**config.mk**
```make
export PLATFORM = sky130hd
export DESIGN_NAME = crt_sync_gen
export DESIGN_NICKNAME = d
export VERILOG_FILES = /design/src/rtl/crt_sync_pkg.sv /design/src/rtl/crt_sync_regs.sv /design/src/rtl/crt_pulse_ctr.sv /design/src/rtl/crt_sync_gen.sv
export SDC_FILE = /design/constraint.sdc
export NUM_CORES = 1
export LEC_CHECK = 0
export ABC_AREA = 0
export BUFFER_PORTS_ARGS = -buffer_cell sky130_fd_sc_hd__buf_2
export CAP_MARGIN = 20
export CORE_MARGIN = 1
export CORE_UTILIZATION = 58
export DETAILED_ROUTE_END_ITERATION = 16
export PLACE_DENSITY = 0.8
export SLEW_MARGIN = 20
export SYNTH_ARGS = -nofsm -noshare
export SYNTH_HDL_FRONTEND = slang
export SYNTH_HIERARCHICAL = 1
export SYNTH_SLANG_ARGS = --single-unit
```
**constraint.sdc**
```tcl
create_clock -name clk -period 2.4 [get_ports clk]
set_input_delay 0.24 -clock clk [delete_from_list [all_inputs] [get_ports clk]]
set_output_delay 0.24 -clock clk [all_outputs]
set_load 0.005 [all_outputs]
```
**src/rtl/crt_sync_pkg.sv**
```systemverilog
package crt_sync_pkg;

    localparam int CNT_W  = 4;
    localparam int DATA_W = 8;
    localparam int IDX_W  = 5;

    typedef logic [CNT_W-1:0] cnt_t;

    // vertical field in the upper nibble, horizontal field in the lower
    typedef struct packed {
        cnt_t vw;
        cnt_t hw;
    } sync_width_t;

    typedef logic [2:0] mode_t;

    function automatic mode_t mode_norm(mode_t m);
        return (m > 3'd4) ? 3'd0 : m;
    endfunction

    function automatic logic zero_suppresses(mode_t m);
        return (mode_norm(m) == 3'd0) || (mode_norm(m) == 3'd1);
    endfunction

    function automatic logic zero_cancels(mode_t m);
        return mode_norm(m) == 3'd1;
    endfunction

    function automatic logic vwidth_fixed(mode_t m);
        return (mode_norm(m) == 3'd1) || (mode_norm(m) == 3'd2);
    endfunction

endpackage

```
**src/rtl/crt_sync_regs.sv**
```systemverilog
module crt_sync_regs
    import crt_sync_pkg::*;
#(
    parameter int unsigned WIDTH_IDX = 3
) (
    input  logic              clk,
    input  logic              rst,
    input  logic              sel_wr,
    input  logic              data_wr,
    input  logic [DATA_W-1:0] din,
    output sync_width_t       width_q
);
    logic [IDX_W-1:0] idx_q;

    always_ff @(posedge clk) begin
        if (rst) begin
            idx_q   <= '0;
            width_q <= '0;
        end else begin
            if (sel_wr)
                idx_q <= din[IDX_W-1:0];
            if (data_wr && (idx_q == IDX_W'(WIDTH_IDX)))
                width_q <= sync_width_t'(din);
        end
    end
endmodule

```
**src/rtl/crt_pulse_ctr.sv**
```systemverilog
module crt_pulse_ctr
    import crt_sync_pkg::*;
(
    input  logic clk,
    input  logic rst,
    input  logic adv,
    input  logic start,
    input  cnt_t width,
    input  logic zero_off,
    input  logic zero_cut,
    output logic active,
    output cnt_t count
);
    cnt_t nxt;
    logic zero_w;

    always_comb begin
        nxt    = count + cnt_t'(1);
        zero_w = (width == '0);
    end

    always_ff @(posedge clk) begin
        if (rst) begin
            active <= 1'b0;
            count  <= '0;
        end else if (active) begin
            if (zero_cut && zero_w) begin
                active <= 1'b0;
                count  <= '0;
            end else if (adv) begin
                if (nxt == width) begin
                    active <= 1'b0;
                    count  <= '0;
                end else begin
                    count <= nxt;
                end
            end
        end else if (start && !(zero_off && zero_w)) begin
            active <= 1'b1;
            count  <= '0;
        end
    end
endmodule

```
**src/rtl/crt_sync_gen.sv**
```systemverilog
module crt_sync_gen
    import crt_sync_pkg::*;
#(
    parameter int unsigned WIDTH_IDX = 3
) (
    input  logic       clk,
    input  logic       rst,
    input  logic [2:0] mode_i,
    input  logic       hstart_i,
    input  logic       line_i,
    input  logic       vmatch_i,
    input  logic       cpu_sel_i,
    input  logic       cpu_wr_i,
    input  logic [7:0] cpu_data_i,
    output logic       hsync_o,
    output logic       vsync_o,
    output logic [3:0] hcnt_o,
    output logic [3:0] vcnt_o
);
    sync_width_t width_q;
    cnt_t        v_width;
    logic        h_zero_off;
    logic        h_zero_cut;
    logic        v_start;

    crt_sync_regs #(.WIDTH_IDX(WIDTH_IDX)) u_regs (
        .clk     (clk),
        .rst     (rst),
        .sel_wr  (cpu_sel_i),
        .data_wr (cpu_wr_i),
        .din     (cpu_data_i),
        .width_q (width_q)
    );

    always_comb begin
        h_zero_off = zero_suppresses(mode_i);
        h_zero_cut = zero_cancels(mode_i);
        v_width    = vwidth_fixed(mode_i) ? cnt_t'(0) : width_q.vw;
        v_start    = line_i && vmatch_i;
    end

    crt_pulse_ctr u_hctr (
        .clk      (clk),
        .rst      (rst),
        .adv      (1'b1),
        .start    (hstart_i),
        .width    (width_q.hw),
        .zero_off (h_zero_off),
        .zero_cut (h_zero_cut),
        .active   (hsync_o),
        .count    (hcnt_o)
    );

    crt_pulse_ctr u_vctr (
        .clk      (clk),
        .rst      (rst),
        .adv      (line_i),
        .start    (v_start),
        .width    (v_width),
        .zero_off (1'b0),
        .zero_cut (1'b0),
        .active   (vsync_o),
        .count    (vcnt_o)
    );
endmodule

```
# Word-level counts from Yosys, hierarchy flattened
# Cells that the tools add are included.
[word_totals]
elab_cells = 47
output_inout_bits = 10
in_bits = 18
register_bits = 23
[op_classes]
n_eq_ne = 6
n_mux = 18
n_lt_le_gt_ge = 1
n_addsub = 2
reduce_logical = 13
[ops]
columns = ["operator", "count"]
rows = [
  ["$mux 4", 9],
  ["$add 4x1->4 const B", 2],
  ["$eq 4x4->1", 2],
  ["$mux 1", 8],
  ["$eq 5x2->1 const B", 1],
  ["$logic_and 1x1->1", 5],
  ["$logic_not 4->1", 1],
  ["$reduce_bool 2->1", 2],
  ["$eq 3x1->1 const B", 1],
  ["$eq 3x2->1 const B", 1],
  ["$gt 3x3->1 const B", 1],
  ["$logic_not 3->1", 1],
  ["$mux 3", 1],
  ["$logic_or 1x1->1", 2],
  ["$ne 2x2->1 const B", 1],
  ["$reduce_and 2->1", 1],
  ["$logic_not 1->1", 1],
]

# Logic depth before layout (Yosys ltp)
# Gate-level depths: netlist of the first run.
[logic_depth]
ltp_word = 9
mapped_depth = 6
depth_no_buf = 6

# By module
# Netlist of the first run, hierarchy kept.
[by_module_without_submodules]
columns = ["module", "cells_each", "area_per_inst_um2", "seq_area_each_um2", "instances"]
rows = [
  ["crt_pulse_ctr", 45, 405.4, 100.1, 2],
  ["crt_sync_regs", 53, 556.8, 260.2, 1],
  ["crt_sync_gen", 12, 83.8, 0.0, 1],
]

# Least setup slack after synthesis of the first run
# No wires, ideal clock.
[synth_timing]
path_kind = "input to register"
startpoint = "input port mode_i[0]"
endpoint = "register u_vctr.count[1]"
arrival_ns = 1.434
slack_ns = 0.832
cell_stages = 6
path_buffers = 0
required_ns = 2.266
setup_time_ns = 0.134
cell_sequence = "xor2_2 a21boi_1 xnor3_1 nand3_1 o21ai_0 o32ai_1"
[synth_between]
elab_chain_len = 9
elab_cells_between_ends = 10
cone_classes = "order compare (1); eq/ne (3); mux (5); reduce/logical (1)"
[synth_lines]
columns = ["item", "line_no", "source"]
rows = [
  ["start: declaration", "crt_sync_gen.sv:8", "input logic [2:0] mode_i,"],
  ["$gt 3x3->1", "crt_sync_pkg.sv:18", "return (m > 3'd4) ? 3'd0 : m;"],
  ["$mux 3 (*)", "crt_sync_pkg.sv:18", ""],
  ["$eq 3x1->1 / $eq 3x2->1 (equally long branches)", "crt_sync_pkg.sv:30", "return (mode_norm(m) == 3'd1) || (mode_norm(m) == 3'd2);"],
  ["$logic_or 1x1->1 (*)", "crt_sync_pkg.sv:30", ""],
  ["$mux 4 (*)", "crt_sync_gen.sv:38", "v_width = vwidth_fixed(mode_i) ? cnt_t'(0) : width_q.vw;"],
  ["via v_width[2]", "crt_sync_gen.sv:21", "cnt_t v_width;"],
  ["$eq 4x4->1 (*)", "crt_pulse_ctr.sv:31", "if (nxt == width) begin"],
  ["$mux 4 (*)", "crt_pulse_ctr.sv:31", ""],
  ["$mux 4 (*)", "crt_pulse_ctr.sv:30", "end else if (adv) begin"],
  ["$mux 4 (*)", "crt_pulse_ctr.sv:26", "end else if (active) begin"],
  ["end signal: assignment", "crt_pulse_ctr.sv:35", "count <= nxt;"],
  ["end: declaration", "crt_pulse_ctr.sv:12", "output cnt_t count"],
]
# Mark *: on every way through the listed nets, which the timed path passes. The rest lies on a longest branch. The select of a mux whose other input is x is not followed.
# A chain may end at the register's enable or synchronous reset.

# Worst setup path in the final report of the first run
[layout_timing]
startpoint = "register, netlist name u_regs/width_q[6]"
endpoint = "register u_vctr.count[0]"
[layout_between]
elab_chain_len = 5
[layout_lines]
columns = ["item", "line_no"]
rows = [
  ["$mux 4", "crt_sync_gen.sv:38"],
  ["via v_width[2]", "crt_sync_gen.sv:21"],
  ["$eq 4x4->1", "crt_pulse_ctr.sv:31"],
  ["$mux 4", "crt_pulse_ctr.sv:31"],
  ["$mux 4", "crt_pulse_ctr.sv:30"],
  ["$mux 4", "crt_pulse_ctr.sv:26"],
]
# The timed path passes the listed nets, and every way through them passes these cells. The select of a mux whose other input is x is not followed.

==> results.md, run 1 <==
* H-tree depth at 1
* Crit path max fanout at 4
* Total grt overflow at 0
* Clock power share at 26.1%
* Most instantiated cells after synthesis: 23 x dfxtp_1, 22 x nand2b_1, 13 x mux2i_1
* Seq pwr share at 58.6%
* Pre-antenna DRT Iters at 4
* Worst EP required at 2590 ps
* Fraction of registers with async set/reset at 0%
* Status: finished, final reports clean
* Critical Path Max Stage Delay at 370 ps
* Worst vdd ir at 0.4494 mV
* CORE AREA at 2276 um2
* CP startpoint kind: flop
* Static leakage at 0.0006631 uW
* PostCTS Resize Cnt at 0
* Slowest stage cell on the critical path: a21boi_1
* Cell internal pwr at 502.5 uW
* GRT Total Usage at 22.90%
* RSZ-0062 raised after global routing: false
* Fin worst setup slack at 698.2 ps
* Crit path arrival time at 1900 ps
* Crit-path cells: a21boi_1 -> xnor3_1 -> nand3_1 -> o21ai_0 -> o22ai_1
* Dpl ws at 494.6 ps
* Root buf cell: clkbuf_4
* Layout Nets at 206
* Die H at 52.03 um
* Area leader, netlist: dfxtp_1
* Final min period at 1702 ps
* Initial antenna violation count at 0
* Port Buffer Count at 27
* Remaining DRCs at 0
* Max cap viols at 0
* DP HPWL at 2.166 mm
* # hold bufs at CTS at 0
* Top-count cell post-synth: dfxtp_1
* Top_reg_cell synth: dfxtp_1
* Fin util at 71.91%
* Cell variety after synth at 40
* Cts bufs inserted at 3
* Crit path kind: reg -> reg
* Sum of negative setup slack at 0 ps
* Pwr dens at 421.6 nW/um2
* ANT cells at 0
* Global-route wire length before repair at 4.602 mm
* Synth top area share at 31.72%
* Share of layout cells above drive strength 1 at 21.08%
* Initial Util at 63.77%
* Sw Ratio at 27.17%
* Starting DRT DRC Count at 43
* #FFs+latches synth at 23
* Die Area at 2707 um2
* Die width at 52.03 um
* Num ports at 28
* Placed Area at 1609 um2
* Overall Power at 689.9 uW
* Pin slew with the least headroom to its limit at 777.6 ps
* DR vias/cell at 5.883
* Top post-synthesis cells by area: dfxtp_1 32%, nand2b_1 9.5%, mux2i_1 9.0%
* Final hold violations at 0
* Final setup viols at 0
* Synthesis-to-finish area growth at 12.76%
* Seq/Total Area, Yosys at 31.72%
* Combinational power share at 15.3%
* Detail Route Antenna Nets at 0
* Endpoint class of the critical path: flop
* Synthesized cell area at 1451 um2
* Worst skew pair latency at 310 ps
* Slew Viols, Final at 0
* CTS sink count at 23
* Longest Clk Path Bufs at 2
* Clock transition at path regs at 130 ps
* Std cell rows at 17
* Largest net degree at the start of global routing at 42
* Slew headroom at 47.93%
* Syn Inst Count at 155
* Worst Hold Class: in -> reg
* Yosys warns at 6
* Global placement routability congestion at 0.9407
* Psw at 187.4 uW
* WL final at 2.847 mm
* WL per Instance at 13.37 um
* Layout Skew at 4.162 ps
* Setup bufs post-CTS at 0
* Post-Layout Inst Area at 1637 um2
* Synthesized area per cell at 9.364 um2
* EDFF count, synth at 0
* TritonCTS clock tree: yes
* Maximum clock rate at 587.6 MHz
* Vias post-DR at 1253
* Vias in the first global route at 1093
* Crit share post-route at 70.91%
-- metal layers --
layer  GRT usage, %  up-vias  routed length [um]
li1               -      621                   -
met1          29.73      582                1344
met2          38.68       48                1349
met3          3.509        2                 136
met4          6.757        0                  17
met5              0        -                   0
-- metrics by stage --
step,hold WS [ps],cells
after global routing,158.4,213
after global placement,457.3,209
final,171.7,213
after CTS,165.7,213
after detailed placement,462.0,209
after floorplan,386.8,160
-- cell families (layout without fill, tap and decap cells) --
kind of cell | after synthesis | in the layout | share of synthesized area, %
AND/OR/NAND/NOR | 62 | 62 | 28.36
AO/OA/AOI/OAI | 33 | 33 | 16.72
flip-flops | 23 | 23 | 31.72
multiplexers | 13 | 13 | 8.965
XOR/XNOR | 11 | 11 | 9.051
buffers and inverters | 9 | 34 | 2.931
adder cells (fa/ha/maj) | 2 | 2 | 1.724
other | 2 | 7 | 0.5174
-- flip-flops by register name, indices dropped and copies added (netlist names) --
| signal | cells |
|---|---|
| u_regs/width_q | 8 |
| u_regs/idx_q | 5 |
| u_hctr/count | 4 |
| u_vctr/count | 4 |
| u_hctr/active | 1 |
| u_vctr/active | 1 |
-- area by class of cell --
class	instances	area, um2
inverter	3	11.26
clock inverter	1	5.005
fill	179	639.4
tap	28	35.03
sequential	23	460.4
multi-input combinational	128	967.2
clock buffer	3	22.52
timing repair buffer	27	135.1
-- critical path: cells and delay by family (launching register included) --
kind	cells	cell delay (ps)
xor gates and xnor gates	1	290
AOI/OAI and AO/OA	3	810
and+or+nand+nor	1	130
DFF	1	360
-- cells in the final DEF, fill, tap and decap left out, drive strengths merged, types with 4 or more instances in the layout --
master | synthesis | routed
nand2b | 22 | 22
nand3 | 4 | 4
nor2 | 9 | 9
a21oi | 5 | 5
xor2 | 5 | 5
nand4 | 4 | 4
nor2b | 4 | 4
a21o | 4 | 4
a21boi | 6 | 6
buf | 4 | 27
xnor2 | 4 | 4
o211ai | 4 | 4
conb | 2 | 7
nor3b | 7 | 7
o21ai | 4 | 4
mux2i | 13 | 13
dfxtp | 23 | 23
-- path summary, 6_finish.rpt --
check | start | endpoint | slack (ps) | depth (start not counted)
max reg2reg | u_regs/width_q[6]$_SDFFE_PP0P_ | u_vctr/count[0]$_SDFFE_PP0P_ | 700 | 5
max | u_regs/width_q[6]$_SDFFE_PP0P_ | u_vctr/count[0]$_SDFFE_PP0P_ | 700 | 5
min reg2reg | u_regs/width_q[4]$_SDFFE_PP0P_ | u_regs/width_q[4]$_SDFFE_PP0P_ | 480 | 2
min | cpu_data_i[6] | u_regs/width_q[6]$_SDFFE_PP0P_ | 170 | 3
-- power groups by stage --
stage	registers [uW]	logic (uW)	clock network [uW]
after floorplan	410	70.9	0
after global placement	411	100	0
after CTS	404	104	184
after detailed placement	412	104	0
final	404	106	180
after global routing	406	116	205
Note: power is estimated with default switching activity, not from simulation.
==> run 2: changes to the inputs <==
CORE_UTILIZATION = 54   (was 58)
PLACE_DENSITY = 0.75   (was 0.8)
clock period = 1.8 ns   (was 2.4 ns; I/O delays follow)
==> run 2 against run 1 <==
Compared with the run above:
- sequential power up 33%
- maximum frequency up 3.6%
- cell count up 3.8%
- sequential share of layout area down 0.77 points
- routed wire length up 6.1%
- via count down 0.32%
- die area up 7.1%
- clock power up 33%
- global-route usage down 0.56 points
- non-clock buffer count up 6
- final area up 2.8%
- critical endpoint is now u_vctr/count[3]$_SDFFE_PP0P_
- largest power group unchanged
- highest routed layer unchanged
==> results.md, run 2 (same netlist as run 1, synthesis figures left out) <==
* Worst vdd ir at 0.4012 mV (-11%)
* Largest regs: u_regs/width_q (8), u_regs/idx_q (5)
* Total grt overflow at 0 (unchanged)
* Worst Hold Class: in -> reg
* Std cell rows at 18 (+1)
* ANT cells at 0 (unchanged)
* CTS sink count at 23 (unchanged)
* Die Area at 2899 um2 (+7.1%)
* Vias post-DR at 1249 (-0.32%)
* DR vias/cell at 5.652 (-3.9%)
* Crit path max fanout at 6 (+2)
* Longest Clk Path Bufs at 2 (unchanged)
* Remaining DRCs at 0 (unchanged)
* Detail Route Antenna Nets at 0 (unchanged)
* Vias in the first global route at 1132 (+3.6%)
* Final hold violations at 0 (unchanged)
* Initial Util at 58.06% (-5.7 points)
* Layout Nets at 212 (+2.9%)
* Most common cell after layout, fill and taps aside: buf_2
* Largest net degree at the start of global routing at 24 (-43%)
* WL per Instance at 13.67 um (+2.2%)
* Crit path arrival time at 1820 ps (-80 ps)
* Max reg flops at 8 (unchanged)
* Sum of negative setup slack at 0 ps (unchanged)
* Global-route wire length before repair at 4.754 mm (+3.3%)
* Cts bufs inserted at 3 (unchanged)
* Worst skew pair latency at 300 ps (about the same)
* Maximum clock rate at 609.0 MHz (+3.6%)
* Endpoint class of the critical path: flop
* Static leakage at 0.0006922 uW (+4.4%)
* Flop-to-flop setup slack at 160 ps (-540 ps)
* Pwr dens at 548.6 nW/um2 (+30%)
* Die width at 53.85 um (+3.5%)
* WL final at 3.020 mm (+6.1%)
* Num ports at 28 (unchanged)
* Clock transition at path regs at 130 ps (about the same)
* Final setup viols at 0 (unchanged)
* Root buf cell: clkbuf_4
* Biggest register: u_regs/width_q
* Pre-antenna DRT Iters at 4 (unchanged)
* Port Buffer Count at 27 (unchanged)
* RSZ-0062 raised after global routing: false
* Global placement routability congestion at 0.9300 (-1.1%)
* Sequential standard cell area at 460.4 um2 (unchanged)
* Crit path kind: reg -> reg
* Initial antenna violation count at 0 (unchanged)
* CORE AREA at 2500 um2 (+9.8%)
* Max cap viols at 0 (unchanged)
* Filler cells at 222 (+24%)
* Slew Viols, Final at 0 (unchanged)
* CP startpoint kind: flop
* Crit share post-route at 91.22% (+20 points)
* H-tree depth at 1 (unchanged)
* Synthesis-to-finish area growth at 15.95%
* DP HPWL at 2.387 mm (+10%)
* Starting DRT DRC Count at 26 (-40%)
* Most frequent cells in the layout: 27 x buf_2, 23 x dfxtp_1, 22 x nand2b_1
* Layout Skew at 3.351 ps (-0.8116 ps)
* TritonCTS clock tree: yes
* # hold bufs at CTS at 0 (unchanged)
* Share of layout cells above drive strength 1 at 23.04% (+2.0 points)
* Status: finished, final reports clean
* Die H at 53.85 um (+3.5%)
* Final min period at 1642 ps (-59.83 ps)
* Worst EP required at 1980 ps (-610 ps)
* Setup bufs post-CTS at 0 (unchanged)
* GRT Total Usage at 22.33% (-0.56 points)
* Fin util at 67.32% (-4.6 points)
* Multi-input gate area at 967.2 um2 (unchanged)
[run 2: cell types whose count changed in the layout (fill, tap and decap cells not counted)]
cell / before / now
buf_4: 0 / 6
clkbuf_1: 0 / 1
clkinv_2: 1 / 0
o21ai_0: 4 / 3
o21ai_1: 0 / 1
[run 2: final cells by class]
type / count / area share [%]
multi-input combinational: 128 / 57.47
timing repair buffer: 33 / 10.71
clock buffer: 4 / 1.561
sequential: 23 / 27.36
tap: 30 / 2.230
inverter: 3 / 0.6691
[run 2: timing repair]
item / in CTS / in global routing
setup endpoints to repair: 0 / 3
gates resized for setup: 0 / 1
endpoints found under the hold margin: 0 / 0
[run 2: worst max-delay path, stage by stage, from the launching register on]
cell and delay, ps:
dfxtp_1 460, ha_1 300, xnor2_1 190, nand3_1 170, o2111ai_1 240, o211ai_1 150
[run 2: final timing paths]
check | start | end | cells past startpoint
max | u_vctr/count[0]$_SDFFE_PP0P_ | u_vctr/count[3]$_SDFFE_PP0P_ | 5
min | cpu_data_i[7] | u_regs/width_q[7]$_SDFFE_PP0P_ | 3
max reg2reg | u_vctr/count[0]$_SDFFE_PP0P_ | u_vctr/count[3]$_SDFFE_PP0P_ | 5
min reg2reg | u_regs/width_q[7]$_SDFFE_PP0P_ | u_regs/width_q[7]$_SDFFE_PP0P_ | 2
[run 2: power breakdown]
group	leakage, uW	internal (uW)	switching, uW
Combinational	0.000491	67.4	77.5
Sequential	0.000187	523	15.6
Clock	0.0000150	86.3	154
[run 2: through the flow]
| step | setup WS (ps) | instance area, um2 | power (uW) | instances | hold slack, ps |
|---|---|---|---|---|---|
| finish | 158.0 | 1683 | 923.2 | 221 | 122.4 |
| global placement | 153.6 | 1657 | 686.0 | 217 | 437.9 |
| global route | 8.987 | 1683 | 966.0 | 221 | 123.0 |
| floorplan | 292.2 | 1470 | 641.1 | 160 | 326.8 |
| CTS | 85.82 | 1683 | 924.1 | 221 | 123.5 |
| detailed placement | 7.399 | 1657 | 691.7 | 217 | 449.5 |
[run 2: routing by layer]
layer	share of wire, %	global-route usage (%)	routed length, um
met5	0	0	0
met4	0.73	6.140	22
met3	3.5	2.825	105
met2	48	38.07	1442
met1	48	29.26	1449
